$ cat config.mk
export PLATFORM = sky130hd
export DESIGN_NAME = rst_clk_seq
export DESIGN_NICKNAME = d
export VERILOG_FILES = /design/src/rtl/rcs_pkg.sv /design/src/rtl/rcs_phase_seq.sv /design/src/rtl/rcs_ost.sv /design/src/rtl/rcs_clk_qual.sv /design/src/rtl/rst_clk_seq.sv
export SDC_FILE = /design/constraint.sdc
export NUM_CORES = 1
export LEC_CHECK = 0
export ABC_CLOCK_PERIOD_IN_PS = 3150
export BUFFER_PORTS_ARGS = -buffer_cell sky130_fd_sc_hd__buf_2
export CORE_UTILIZATION = 45
export CTS_CLUSTER_DIAMETER = 40
export DETAILED_ROUTE_END_ITERATION = 16
export SYNTH_ARGS = -nofsm -noshare
export SYNTH_HDL_FRONTEND = slang
export SYNTH_HIERARCHICAL = 1
export SYNTH_SLANG_ARGS = --single-unit
$ cat constraint.sdc
create_clock -name clk_i -period 3.15 [get_ports clk_i]
set_input_delay 0.315 -clock clk_i [delete_from_list [all_inputs] [get_ports clk_i]]
set_output_delay 0.315 -clock clk_i [all_outputs]
set_load 0.005 [all_outputs]
$ cat src/rtl/rcs_pkg.sv
package rcs_pkg;
  localparam int unsigned NUM_SHORT = 6;
  localparam int unsigned CAUSE_W   = NUM_SHORT + 2;

  typedef enum logic [1:0] {
    PH_POR  = 2'd0,
    PH_VREG = 2'd1,
    PH_IRST = 2'd2,
    PH_DONE = 2'd3
  } phase_e;

  typedef enum logic [2:0] {
    SRC_EXT      = 3'd0,
    SRC_EXT_PLL  = 3'd1,
    SRC_XTAL     = 3'd2,
    SRC_XTAL_PLL = 3'd3,
    SRC_FRC      = 3'd4,
    SRC_FRC_PLL  = 3'd5,
    SRC_LPRC     = 3'd6,
    SRC_RSVD     = 3'd7
  } src_e;

  function automatic logic needs_ost(src_e s);
    return s inside {SRC_XTAL, SRC_XTAL_PLL};
  endfunction

  function automatic logic needs_rc(src_e s);
    return s inside {SRC_FRC, SRC_FRC_PLL, SRC_LPRC};
  endfunction

  function automatic logic needs_lock(src_e s);
    return s inside {SRC_EXT_PLL, SRC_XTAL_PLL, SRC_FRC_PLL};
  endfunction
endpackage

$ cat src/rtl/rcs_phase_seq.sv
module rcs_phase_seq
  import rcs_pkg::*;
#(
  parameter int unsigned POR_CYC  = 2000,
  parameter int unsigned VREG_CYC = 200,
  parameter int unsigned IRST_CYC = 400
) (
  input  logic clk_i,
  input  logic rst_ni,
  input  logic por_i,
  input  logic bor_i,
  input  logic short_i,
  output logic release_o,
  output logic long_start_o
);
  localparam int unsigned MAX_A = (POR_CYC > VREG_CYC) ? POR_CYC : VREG_CYC;
  localparam int unsigned MAX_C = (MAX_A > IRST_CYC) ? MAX_A : IRST_CYC;
  localparam int unsigned CW    = $clog2(MAX_C + 1);

  phase_e          st_q, st_d, req_ph;
  logic [CW-1:0]   cnt_q, cnt_d, last_cnt;
  logic            first_q, req;

  always_comb begin
    case (st_q)
      PH_POR:  last_cnt = CW'(POR_CYC - 1);
      PH_VREG: last_cnt = CW'(VREG_CYC - 1);
      PH_IRST: last_cnt = CW'(IRST_CYC - 1);
      default: last_cnt = '0;
    endcase
  end

  assign req    = por_i | bor_i | short_i;
  assign req_ph = por_i ? PH_POR : (bor_i ? PH_VREG : PH_IRST);

  always_comb begin
    st_d  = st_q;
    cnt_d = cnt_q;
    if (req && (req_ph <= st_q)) begin
      // restart only if it does not shorten the chain in progress
      st_d  = req_ph;
      cnt_d = '0;
    end else if (st_q != PH_DONE) begin
      if (cnt_q == last_cnt) begin
        st_d  = phase_e'(st_q + 2'd1);
        cnt_d = '0;
      end else begin
        cnt_d = cnt_q + 1'b1;
      end
    end
  end

  always_ff @(posedge clk_i or negedge rst_ni) begin
    if (!rst_ni) begin
      st_q    <= PH_POR;
      cnt_q   <= '0;
      first_q <= 1'b1;
    end else begin
      st_q    <= st_d;
      cnt_q   <= cnt_d;
      first_q <= 1'b0;
    end
  end

  assign release_o    = (st_q == PH_DONE);
  assign long_start_o = first_q | por_i | bor_i;


  por_restart_chk: assert property (@(posedge clk_i) disable iff (!rst_ni)
    por_i |=> (st_q == PH_POR) && (cnt_q == '0));

  bor_restart_chk: assert property (@(posedge clk_i) disable iff (!rst_ni)
    (bor_i && !por_i && st_q != PH_POR) |=> (st_q == PH_VREG) && (cnt_q == '0));

  release_order_chk: assert property (@(posedge clk_i) disable iff (!rst_ni)
    $rose(release_o) |-> ($past(st_q) == PH_IRST));

  req_holds_chk: assert property (@(posedge clk_i) disable iff (!rst_ni)
    req |=> !release_o);
endmodule

$ cat src/rtl/rcs_ost.sv
module rcs_ost #(
  parameter int unsigned EDGES = 1024,
  parameter int unsigned SYNC  = 2
) (
  input  logic clk_i,
  input  logic rst_ni,
  input  logic en_i,
  input  logic osc_i,
  output logic done_o
);
  localparam int unsigned CW = $clog2(EDGES);

  logic [SYNC-1:0] sync_q;
  logic            prev_q, done_q, rise;
  logic [CW-1:0]   cnt_q;

  for (genvar g = 0; g < SYNC; g++) begin : g_sync
    if (g == 0) begin : g_first
      always_ff @(posedge clk_i or negedge rst_ni) begin
        if (!rst_ni) sync_q[g] <= 1'b0;
        else         sync_q[g] <= osc_i;
      end
    end else begin : g_next
      always_ff @(posedge clk_i or negedge rst_ni) begin
        if (!rst_ni) sync_q[g] <= 1'b0;
        else         sync_q[g] <= sync_q[g-1];
      end
    end
  end

  assign rise = sync_q[SYNC-1] & ~prev_q;

  always_ff @(posedge clk_i or negedge rst_ni) begin
    if (!rst_ni) begin
      prev_q <= 1'b0;
      cnt_q  <= '0;
      done_q <= 1'b0;
    end else begin
      prev_q <= sync_q[SYNC-1];
      if (!en_i) begin
        cnt_q  <= '0;
        done_q <= 1'b0;
      end else if (rise && !done_q) begin
        if (cnt_q == CW'(EDGES - 1)) done_q <= 1'b1;
        else                         cnt_q  <= cnt_q + 1'b1;
      end
    end
  end

  assign done_o = done_q;


  ost_clear_chk: assert property (@(posedge clk_i) disable iff (!rst_ni)
    !en_i |=> (cnt_q == '0) && !done_o);

  ost_full_chk: assert property (@(posedge clk_i) disable iff (!rst_ni)
    $rose(done_q) |-> ($past(cnt_q) == CW'(EDGES - 1)) && $past(rise));
endmodule

$ cat src/rtl/rcs_clk_qual.sv
module rcs_clk_qual
  import rcs_pkg::*;
(
  input  logic clk_i,
  input  logic rst_ni,
  input  logic long_start_i,
  input  src_e src_i,
  input  logic two_speed_i,
  input  logic ost_done_i,
  input  logic pll_lock_i,
  input  logic rc_ready_i,
  output logic clk_en_o,
  output logic clk_frc_o,
  output logic osc_en_o
);
  src_e src_q;
  logic ts_q, src_done_q, prim_done_q, frc_done_q, osc_en_q, src_ok;

  always_comb begin
    if (needs_ost(src_q))     src_ok = ost_done_i & osc_en_q;
    else if (needs_rc(src_q)) src_ok = rc_ready_i;
    else                      src_ok = 1'b1;
  end

  always_ff @(posedge clk_i or negedge rst_ni) begin
    if (!rst_ni) begin
      src_q       <= SRC_EXT;
      ts_q        <= 1'b0;
      src_done_q  <= 1'b0;
      prim_done_q <= 1'b0;
      frc_done_q  <= 1'b0;
      osc_en_q    <= 1'b0;
    end else if (long_start_i) begin
      src_q       <= src_i;
      ts_q        <= two_speed_i & ~needs_rc(src_i);
      src_done_q  <= 1'b0;
      prim_done_q <= 1'b0;
      frc_done_q  <= 1'b0;
      osc_en_q    <= 1'b0;
    end else begin
      osc_en_q    <= needs_ost(src_q);
      src_done_q  <= src_done_q | src_ok;
      prim_done_q <= prim_done_q | (src_done_q & (~needs_lock(src_q) | pll_lock_i));
      frc_done_q  <= frc_done_q | (ts_q & rc_ready_i);
    end
  end

  assign clk_en_o  = prim_done_q | frc_done_q;
  assign clk_frc_o = frc_done_q & ~prim_done_q;
  assign osc_en_o  = osc_en_q;


  src_hold_chk: assert property (@(posedge clk_i) disable iff (!rst_ni)
    !long_start_i |=> $stable(src_q) && $stable(ts_q));

  clk_keep_chk: assert property (@(posedge clk_i) disable iff (!rst_ni)
    (clk_en_o && !long_start_i) |=> clk_en_o);

  lock_after_src_chk: assert property (@(posedge clk_i) disable iff (!rst_ni)
    $rose(prim_done_q) |-> $past(src_done_q) && (!needs_lock(src_q) || $past(pll_lock_i)));

  ost_gate_chk: assert property (@(posedge clk_i) disable iff (!rst_ni)
    ($rose(src_done_q) && needs_ost(src_q)) |-> $past(ost_done_i));

  frc_only_ts_chk: assert property (@(posedge clk_i) disable iff (!rst_ni)
    clk_frc_o |-> ts_q);
endmodule

$ cat src/rtl/rst_clk_seq.sv
module rst_clk_seq
  import rcs_pkg::*;
#(
  parameter int unsigned POR_CYC     = 2000,
  parameter int unsigned VREG_CYC    = 200,
  parameter int unsigned IRST_CYC    = 400,
  parameter int unsigned OST_EDGES   = 1024,
  parameter int unsigned SYNC_STAGES = 2
) (
  input  logic                 clk_i,
  input  logic                 rst_ni,
  input  logic                 por_req_i,
  input  logic                 bor_req_i,
  input  logic [NUM_SHORT-1:0] short_req_i,
  input  logic [2:0]           clk_src_i,
  input  logic                 two_speed_i,
  input  logic                 osc_i,
  input  logic                 pll_lock_i,
  input  logic                 rc_ready_i,
  input  logic                 cause_clr_i,
  output logic                 rst_release_o,
  output logic                 clk_en_o,
  output logic                 clk_frc_o,
  output logic                 osc_en_o,
  output logic [CAUSE_W-1:0]   cause_o
);
  logic               long_start, ost_done;
  logic [CAUSE_W-1:0] req_vec, cause_q;

  rcs_phase_seq #(
    .POR_CYC (POR_CYC),
    .VREG_CYC(VREG_CYC),
    .IRST_CYC(IRST_CYC)
  ) u_phase (
    .clk_i       (clk_i),
    .rst_ni      (rst_ni),
    .por_i       (por_req_i),
    .bor_i       (bor_req_i),
    .short_i     (|short_req_i),
    .release_o   (rst_release_o),
    .long_start_o(long_start)
  );

  rcs_ost #(
    .EDGES(OST_EDGES),
    .SYNC (SYNC_STAGES)
  ) u_ost (
    .clk_i (clk_i),
    .rst_ni(rst_ni),
    .en_i  (osc_en_o),
    .osc_i (osc_i),
    .done_o(ost_done)
  );

  rcs_clk_qual u_clk (
    .clk_i       (clk_i),
    .rst_ni      (rst_ni),
    .long_start_i(long_start),
    .src_i       (src_e'(clk_src_i)),
    .two_speed_i (two_speed_i),
    .ost_done_i  (ost_done),
    .pll_lock_i  (pll_lock_i),
    .rc_ready_i  (rc_ready_i),
    .clk_en_o    (clk_en_o),
    .clk_frc_o   (clk_frc_o),
    .osc_en_o    (osc_en_o)
  );

  assign req_vec = {short_req_i, bor_req_i, por_req_i};

  for (genvar i = 0; i < CAUSE_W; i++) begin : g_cause
    always_ff @(posedge clk_i or negedge rst_ni) begin
      if (!rst_ni)         cause_q[i] <= (i == 0);
      else if (req_vec[i]) cause_q[i] <= 1'b1;
      else if (cause_clr_i) cause_q[i] <= 1'b0;
    end
  end

  assign cause_o = cause_q;


  cause_set_chk: assert property (@(posedge clk_i) disable iff (!rst_ni)
    por_req_i |=> cause_o[0]);

  cause_clr_chk: assert property (@(posedge clk_i) disable iff (!rst_ni)
    (cause_clr_i && !(|req_vec)) |=> (cause_o == '0));
endmodule

**Word-level counts from Yosys, hierarchy flattened**

Cells that the tools add are included.

- Add/sub/neg operators: 3
- Magnitude comparators: 1
- Eq/ne operators: 18
- Multiplexer cells: 30
- Bitwise gates (word level): 19
- Reduce and logical (&&, ||, !) cells: 22

Operators with widths:

| kind | number |
|---|---|
| $mux W11 | 3 |
| $pmux W11 S3 | 1 |
| $mux W10 | 3 |
| $reduce_bool A2 Y1 | 11 |
| $eq A3 B3 Y1 const B | 6 |
| $mux W1 | 18 |
| $add A11 B1 Y11 const B | 1 |
| $eq A11 B11 Y1 | 1 |
| $add A10 B1 Y10 const B | 1 |
| $eq A10 B10 Y1 const B | 1 |
| $mux W2 | 5 |
| $or A1 B1 Y1 | 9 |
| $reduce_bool A3 Y1 | 3 |
| $ne A2 B2 Y1 const B | 4 |
| $and A1 B1 Y1 | 6 |
| $eq A3 B2 Y1 const B | 2 |
| $reduce_and A2 Y1 | 3 |
| $reduce_or A6 Y1 | 1 |
| $eq A2 B2 Y1 const B | 2 |
| $not A1 Y1 | 4 |
| $eq A3 B1 Y1 const B | 1 |
| $add A2 B1 Y2 const B | 1 |
| $eq A2 B1 Y1 const B | 1 |
| $le A2 B2 Y1 | 1 |
| 3 further kinds | 4 |

- Bits in registers: 44
- Input bits: 18
- Output and inout bits: 12
- Logic and storage cells: 115

**Depth between registers and ports, before layout**

Gate-level depths: netlist of the first run.

- Depth after elaboration: 7
- Mapped depth: 8
- Depth with buffers taken out: 8

**Hierarchy**

Netlist of the first run, hierarchy kept.

By module, submodules not included:

| module | times used | cells an instance | area each (um2) | sequential area each (um2) |
|---|---|---|---|---|
| rcs_phase_seq | 1 | 111 | 1,003.5 | 351.6 |
| rcs_ost | 1 | 65 | 685.7 | 350.3 |
| rcs_clk_qual | 1 | 30 | 349.1 | 200.2 |
| rst_clk_seq | 1 | 20 | 280.3 | 201.4 |

**Least setup slack after synthesis of the first run**

OpenSTA, ideal clock, no wires.

- Path type: flip-flop to flip-flop
- From: register u_phase.st_q[0]
- To: register u_phase.st_q[1]
- Setup time: 0.128 ns
- Arrival time: 2.093 ns
- Required time: 3.022 ns
- Slack: 0.930 ns
- Cell stages (with the launch flop): 8
- Path buffers: 0
- Period minus slack after synthesis: 2.220 ns
- Cell sequence: dfrtp_1 > inv_1 > ha_1 > or3_4 > a2111oi_4 > nand4_2 > o21bai_2 > mux2_1

- Word-level cells in the longest chain between the ends: 5
- Elaborated cells between the ends (all ways): 15
- Classes of those cells: 1 x add/sub; 1 x order compare; 4 x eq/ne; 4 x mux; 5 x reduce/logical

Ends and longest elaborated chain:

| item | RTL line | RTL |
|---|---|---|
| start, declared | rcs_phase_seq.sv:20 | `phase_e st_q, st_d, req_ph;` |
| start signal, assigned | rcs_phase_seq.sv:59 | `st_q <= st_d;` |
| $eq A2 B2 Y1, or another cell as far along | rcs_phase_seq.sv:25 | `case (st_q)` |
| $pmux W11 S3 | rcs_phase_seq.sv:25 |  |
| $eq A11 B11 Y1 | rcs_phase_seq.sv:44 | `if (cnt_q == last_cnt) begin` |
| $reduce_bool A2 Y1 (no line) | n/a |  |
| $reduce_and A2 Y1 (no line) | n/a |  |

Parallel ways exist; a longest one is shown, timed or not. The select of a mux whose other input is x is not followed.
A chain may end at the register's enable or synchronous reset.

**Worst setup path in the final report of the first run**

Ends and elaborated chain as after synthesis.

==> metrics.txt, run 1 <==
sw power=0.468 mW; DRC viols=0; post-synth cell types=55; initial antenna violation count=0; area of the multi-input gates=roughly 0.0011 sq mm; Seq/Total Area, Yosys=around 48%; Worst slew margin=between 30 and 40%; total vias in the final route=approximately 1700; number of fillers in the final layout=430; part of the power in registers=43.2%; I/O pin cnt=30; die area=0.00544 sq mm; Pint=slightly above 1 mW; grt total ovfl=0; CP required=3.33 ns; total track usage=18.0%; final setup skew=roughly 0.0079 ns; period utilization=roughly 73%; Starting Density=between 40% and 50%; Period minus WS final=roughly 2.3 ns; Worst Max-Slew Pin Slew=roughly 0.96 ns; commonest cells after routing, fill and taps aside=dfrtp_1, buf_2, nand2_1, nand3_1, a21oi_1; Total Power=approximately 1.5 mW; Post-synth EDFFs=0; Final Wtd Congestion=about 0.76; asr flop ratio synth=100%; Hold Fails Final Rpt=0; clock power share=~30%; type of the worst setup path=reg2reg; hold buffers post-CTS=0; design area=between 0.002 and 0.003 sq mm; Data arrival, critical path=between 2 and 2.5 ns; dpl cells=approximately 320; Post-CTS Resized=0; core area=just under 0.005 sq mm; Final Max Tran Viols=0; share of layout cells above drive strength 1=around 22%; Crit. End Element=register; maximum vdd drop=0.380 mV; Post-Synthesis Cells=226; largest net degree at the start of global routing=45; switching share of total power=between 30 and 40%; clock tree sinks=44; Hold Slack=0.121 ns; Pwr Density=566 mW/mm^2; Syn Nets=253; CTS tree=done; startpoint types=register; Max Freq=~430 MHz; Post CTS Setup Buffer Count=0; RSZ-0062 raised after global routing=false; Nets=approximately 290; area post-placement=0.00253 sq mm; root buffer cell=clkbuf_8; Gate power share=a little over a quarter; first-pass GRT wire length=approximately 7.4 mm; Synth Register Bits=44; endpoints failing setup=0; clock latency on the worst-skew pair=roughly 0.30 ns; Worst Path Max Fanout=7; die height=around 74 um; Yosys warnings=6; hpwl dp=2.96 mm; Layout area overhead=14.1%; max-cap violations=0; mapped cell area=about 0.0023 sq mm; post-route insts no fill=326; leakage=1.16 nW; Max Root-Sink Buffers=2; first drt pass iteration count=4; number of H-tree levels=2; setup TNS=0 ns; number of diodes=0; Clock transition at path regs=~0.080 ns; Top FF cell, synth=dfrtp_1; pre-CTS setup slack=~0.83 ns; register area=approximately 0.0011 sq mm; IO buf count=29; DR iter-0 viols=80; Cell Rows=25; commonest non-fill, non-tap cell in the layout=dfrtp_1; status=complete, no violations; utilization after layout=approximately 55%; syn avg cell area=10.3 sq um; Final ANT Viol Nets=0; wire per inst=between 10 and 15 um; Tightest Hold Check Type=in2reg; Total Wirelength=approximately 4.2 mm; chip width=between 70 and 80 um; Via density=about 5.2; final worst slack=0.845 ns; vias in the first global route=around 1700; Num CTS Buffers=5
[path summary, 6_finish.rpt]
kind | startpoint | end | slack (ns) | depth (start not counted)
min in group asynchronous | rst_ni | u_clk/frc_done_q$_DFF_PN0_ | 0.16 | 1
min reg2reg | u_ost/sync_q[0]$_DFF_PN0_ | u_ost/sync_q[1]$_DFF_PN0_ | 0.35 | 0
min | osc_i | u_ost/sync_q[0]$_DFF_PN0_ | 0.12 | 1
max in group asynchronous | rst_ni | u_phase/cnt_q[6]$_DFFE_PN0P_ | 2.39 | 1
max reg2reg | u_phase/st_q[0]$_DFFE_PN0P_ | u_phase/st_q[1]$_DFFE_PN0P_ | 0.85 | 7
max | u_phase/st_q[0]$_DFFE_PN0P_ | u_phase/st_q[1]$_DFFE_PN0P_ | 0.85 | 7
[kinds of logic after synthesis]
| family | after synthesis | share of synthesized area (%) |
|---|---|---|
| AOI/OAI and AO/OA | 55 | 17.1 |
| xor gates and xnor gates | 5 | 1.89 |
| adders and majority gates | 9 | 4.86 |
| buffers and inverters | 15 | 2.86 |
| DFF | 44 | 47.6 |
| muxes | 6 | 2.86 |
| other | 1 | 0.162 |
| and+or+nand+nor | 91 | 22.7 |
[flip-flops by register name, summed over array words and instances (netlist names)]
register and cells:
u_clk/prim_done_q 1, u_ost/prev_q 1, cause_o 8, u_ost/cnt_q 10, u_ost/sync_q 2, u_clk/src_done_q 1, u_phase/st_q 2, u_phase/first_q 1
u_clk/frc_done_q 1, u_ost/done_o 1, u_clk/ts_q 1, u_phase/cnt_q 11, u_clk/src_q 3, u_clk/osc_en_o 1
[metal layers]
layer	routed length [um]	up-vias	track usage [%]
li1	-	877	-
met1	1950	807	22.6
met2	2070	22	30.4
met3	113	5	4.53
met4	53	0	5.77
met5	0	-	0
[power by group through the flow]
stage          registers (mW)  logic (mW)  clock network [mW]
6_report                0.647       0.410               0.441
5_1_grt                 0.656       0.466               0.484
4_1_cts                 0.648       0.422               0.460
3_5_place_dp            0.659       0.421                   0
3_3_place_gp            0.658       0.418                   0
2_1_floorplan           0.651       0.311                   0
[cell usage after synthesis (all sizes together) (2+ instances only)]
| library cell | number | share of area (%) |
|---|---|---|
| nor2 | 5 | 0.81 |
| xor2 | 2 | 0.76 |
| buf | 3 | 0.92 |
| or2 | 3 | 0.81 |
| or3 | 7 | 2.1 |
| nand4 | 3 | 1.1 |
| nor2b | 4 | 1.1 |
| dfstp | 2 | 2.3 |
| nand3b | 2 | 0.65 |
| o21a | 2 | 0.65 |
| nor3b | 3 | 1.5 |
| nand3 | 17 | 3.7 |
| a21oi | 11 | 2.5 |
| nand2 | 26 | 4.2 |
| inv | 8 | 1.3 |
| and3 | 5 | 1.3 |
| a31oi | 5 | 1.3 |
| dfrtp | 42 | 45 |
| clkbuf | 3 | 0.49 |
| o21ai | 10 | 2.2 |
| ha | 9 | 4.9 |
| and2 | 3 | 0.81 |
| nand4b | 2 | 0.76 |
| nand2b | 3 | 0.81 |
| xnor2 | 3 | 1.1 |
| mux2 | 5 | 2.4 |
| or4b | 5 | 2.2 |
| a21o | 8 | 2.6 |
| o21bai | 3 | 1.1 |
| a21boi | 8 | 2.6 |
[worst max-delay path, cell delays in order, from the launching register on]
cell	delay [ns]
dfrtp_1	0.46
inv_1	0.09
ha_1	0.24
or3_4	0.38
a2111oi_4	0.36
nand4_2	0.16
o21bai_2	0.17
mux2_1	0.33
[area by class of cell]
type	instances	share of cell area, %
Clock inverter	3	1.75
Tap cell	67	3.17
Sequential cell	44	41.7
Timing Repair Buffer	31	6.05
Clock buffer	5	2.60
Multi-Input combinational cell	167	43.4
Inverter	9	1.28
Power figures use the tool's default switching activity.
==> inputs of run 2 (changes only) <==
- ABC_CLOCK_PERIOD_IN_PS: 3150 -> 1910
- PLACE_DENSITY: default -> 0.67
- clock period: 3.15 -> 1.91 ns (I/O delays scaled with it)
==> metrics.txt, run 2 (synthesis gave the netlist of run 1 again) <==
initial antenna violation count=0; root buffer cell=clkbuf_8; Hold Crit Start=short_req_i[5]; maximum vdd drop=roughly 0.85 mV; Clock transition at path regs=0.08 ns; Total Power=just under 3 mW; Worst slew margin=between 50% and 60%; RSZ-0062 raised after global routing=true; vias in the first global route=roughly 1900; Cell Rows=25; Worst Path Max Fanout=4; worst path bufs/invs=1; chip width=about 74 um; period utilization=111%; Layout area overhead=25.1%; worst stage delay on the critical path=~0.42 ns; reg2reg path depth=7; startpoint types=register; total vias in the final route=between 1500 and 2000; number of diodes=0; Total Wirelength=about 4.7 mm; Stages on worst setup path=7; sw power=0.887 mW; commonest cells after routing, fill and taps aside=dfrtp_1, buf_2, nand2_1, buf_4, nand3_1; commonest non-fill, non-tap cell in the layout=dfrtp_1; pre-CTS setup slack=-0.210 ns; Hold Slack=0.0794 ns; switching share of total power=just over 30%; hold endpoint=cause_o[7]$_DFFE_PN0P_; status=complete, but fails checks; r2r startpoint=u_phase/st_q[0]$_DFFE_PN0P_; core area=0.00485 sq mm; clock tree sinks=44; largest net degree at the start of global routing=33; Final Max Tran Viols=0; Biggest register=u_phase/cnt_q; grt total ovfl=0; final setup skew=between 0.003 and 0.004 ns; Final Wtd Congestion=between 0.7 and 0.8; share of layout cells above drive strength 1=between 30 and 40%; Nets=~310; Via density=about 5.5; Num CTS Buffers=5; I/O pin cnt=30; die height=73.8 um; hpwl dp=3.20 mm; part of the power in registers=approximately 37%; Tightest Hold Check Type=in2reg; Hold Path Stages=2; design area=0.00290 sq mm; area post-placement=0.00267 sq mm; dpl cells=~340; CP max stage cell=dfrtp_2; total track usage=between 10% and 20%; utilization after layout=between 50% and 60%; Crit path max-delay family=simple AND/OR/NAND/NOR gates; post-route insts no fill=348; CP Cell Sequence=inv_2, ha_4, or3_4, a2111oi_4, nand4_2, o21bai_2, mux2_4; Period minus WS final=roughly 2.1 ns; Final ANT Viol Nets=0; first-pass GRT wire length=8.09 mm; worst reg2reg endpoint=u_phase/st_q[1]$_DFFE_PN0P_; clock power share=26.4%; Max Root-Sink Buffers=2; Crit. End Element=register; max reg flops=11; endpoints failing setup=12; type of the worst setup path=reg2reg; clock latency on the worst-skew pair=roughly 0.3 ns; Hold Fails Final Rpt=0; CTS tree=done; Gate power share=37.0%; failing checks=negative setup slack; Starting Density=around 48%; IO buf count=29; wire per inst=approximately 13 um; first drt pass iteration count=6; number of H-tree levels=2; Max Freq=474 MHz; max-cap violations=0; Data arrival, critical path=roughly 2.3 ns; Pint=approximately 2 mW; worst reg2reg setup slack=-0.20 ns; setup TNS=-0.909 ns; final worst slack=-0.202 ns; Worst Max-Slew Pin Slew=0.695 ns; die area=around 0.0054 sq mm; CP required=around 2.1 ns; Pwr Density=approximately 1000 mW/mm^2; leakage=around 1.3 nW; DRC viols=0; DR iter-0 viols=around 130
## run 2: layout make-up
class	count	area [sq um]
flip-flops and latches	44	1100
well taps	67	83.8
fillers	405	1950
clock buffers	6	82.6
inverters	9	33.8
repair buffers	53	345
clock inverters	2	38.8
multi-input cells	167	1210
## run 2: timing repair
action | in CTS | in global routing
buffers inserted | 2 | 0
pin swaps | 4 | 6
endpoints found under the setup margin | 12 | 13
hold buffers | 2 | 0
endpoints found under the hold margin | 29 | 0
gates resized for setup | 10 | 6
## run 2: worst register-to-register path, stage by stage, from the launching register on
cell and delay (ns):
dfrtp_2 0.42, inv_2 0.07, ha_4 0.18, or3_4 0.34, a2111oi_4 0.29, nand4_2 0.18, o21bai_2 0.21, mux2_4 0.31
## run 2: power by group through the flow
stage | sequential, mW | clock [mW] | combinational [mW]
final | 1.06 | 0.764 | 1.07
after global routing | 1.07 | 0.828 | 1.19
after CTS | 1.05 | 0.778 | 1.01
after detailed placement | 1.06 | 0 | 0.921
after global placement | 1.06 | 0 | 0.908
after floorplan | 1.07 | 0 | 0.539
## run 2: worst max-delay path by stage
stage	startpoint	endpoint	slack, ns
5_1_grt	u_phase/st_q[1]$_DFFE_PN0P_	u_phase/st_q[1]$_DFFE_PN0P_	-0.28
3_3_place_gp	u_phase/st_q[0]$_DFFE_PN0P_	u_phase/st_q[1]$_DFFE_PN0P_	-0.15
2_1_floorplan	u_phase/st_q[0]$_DFFE_PN0P_	u_phase/st_q[1]$_DFFE_PN0P_	-0.20
6_report	u_phase/st_q[0]$_DFFE_PN0P_	u_phase/st_q[1]$_DFFE_PN0P_	-0.20
4_1_cts	u_phase/st_q[0]$_DFFE_PN0P_	u_phase/st_q[1]$_DFFE_PN0P_	-0.17
3_5_place_dp	u_phase/st_q[0]$_DFFE_PN0P_	u_phase/st_q[1]$_DFFE_PN0P_	-0.21
## run 2: layer usage
metal | part of all wire (%) | routed length [um] | GRT usage, % | up-vias
met1 | 45 | 2120 | 23.6 | 941
met5 | 0 | 0 | 0 | -
met2 | 50 | 2330 | 33.6 | 31
met4 | 1.5 | 70 | 8.55 | 0
met3 | 3.0 | 141 | 5.49 | 9
li1 | - | - | - | 921
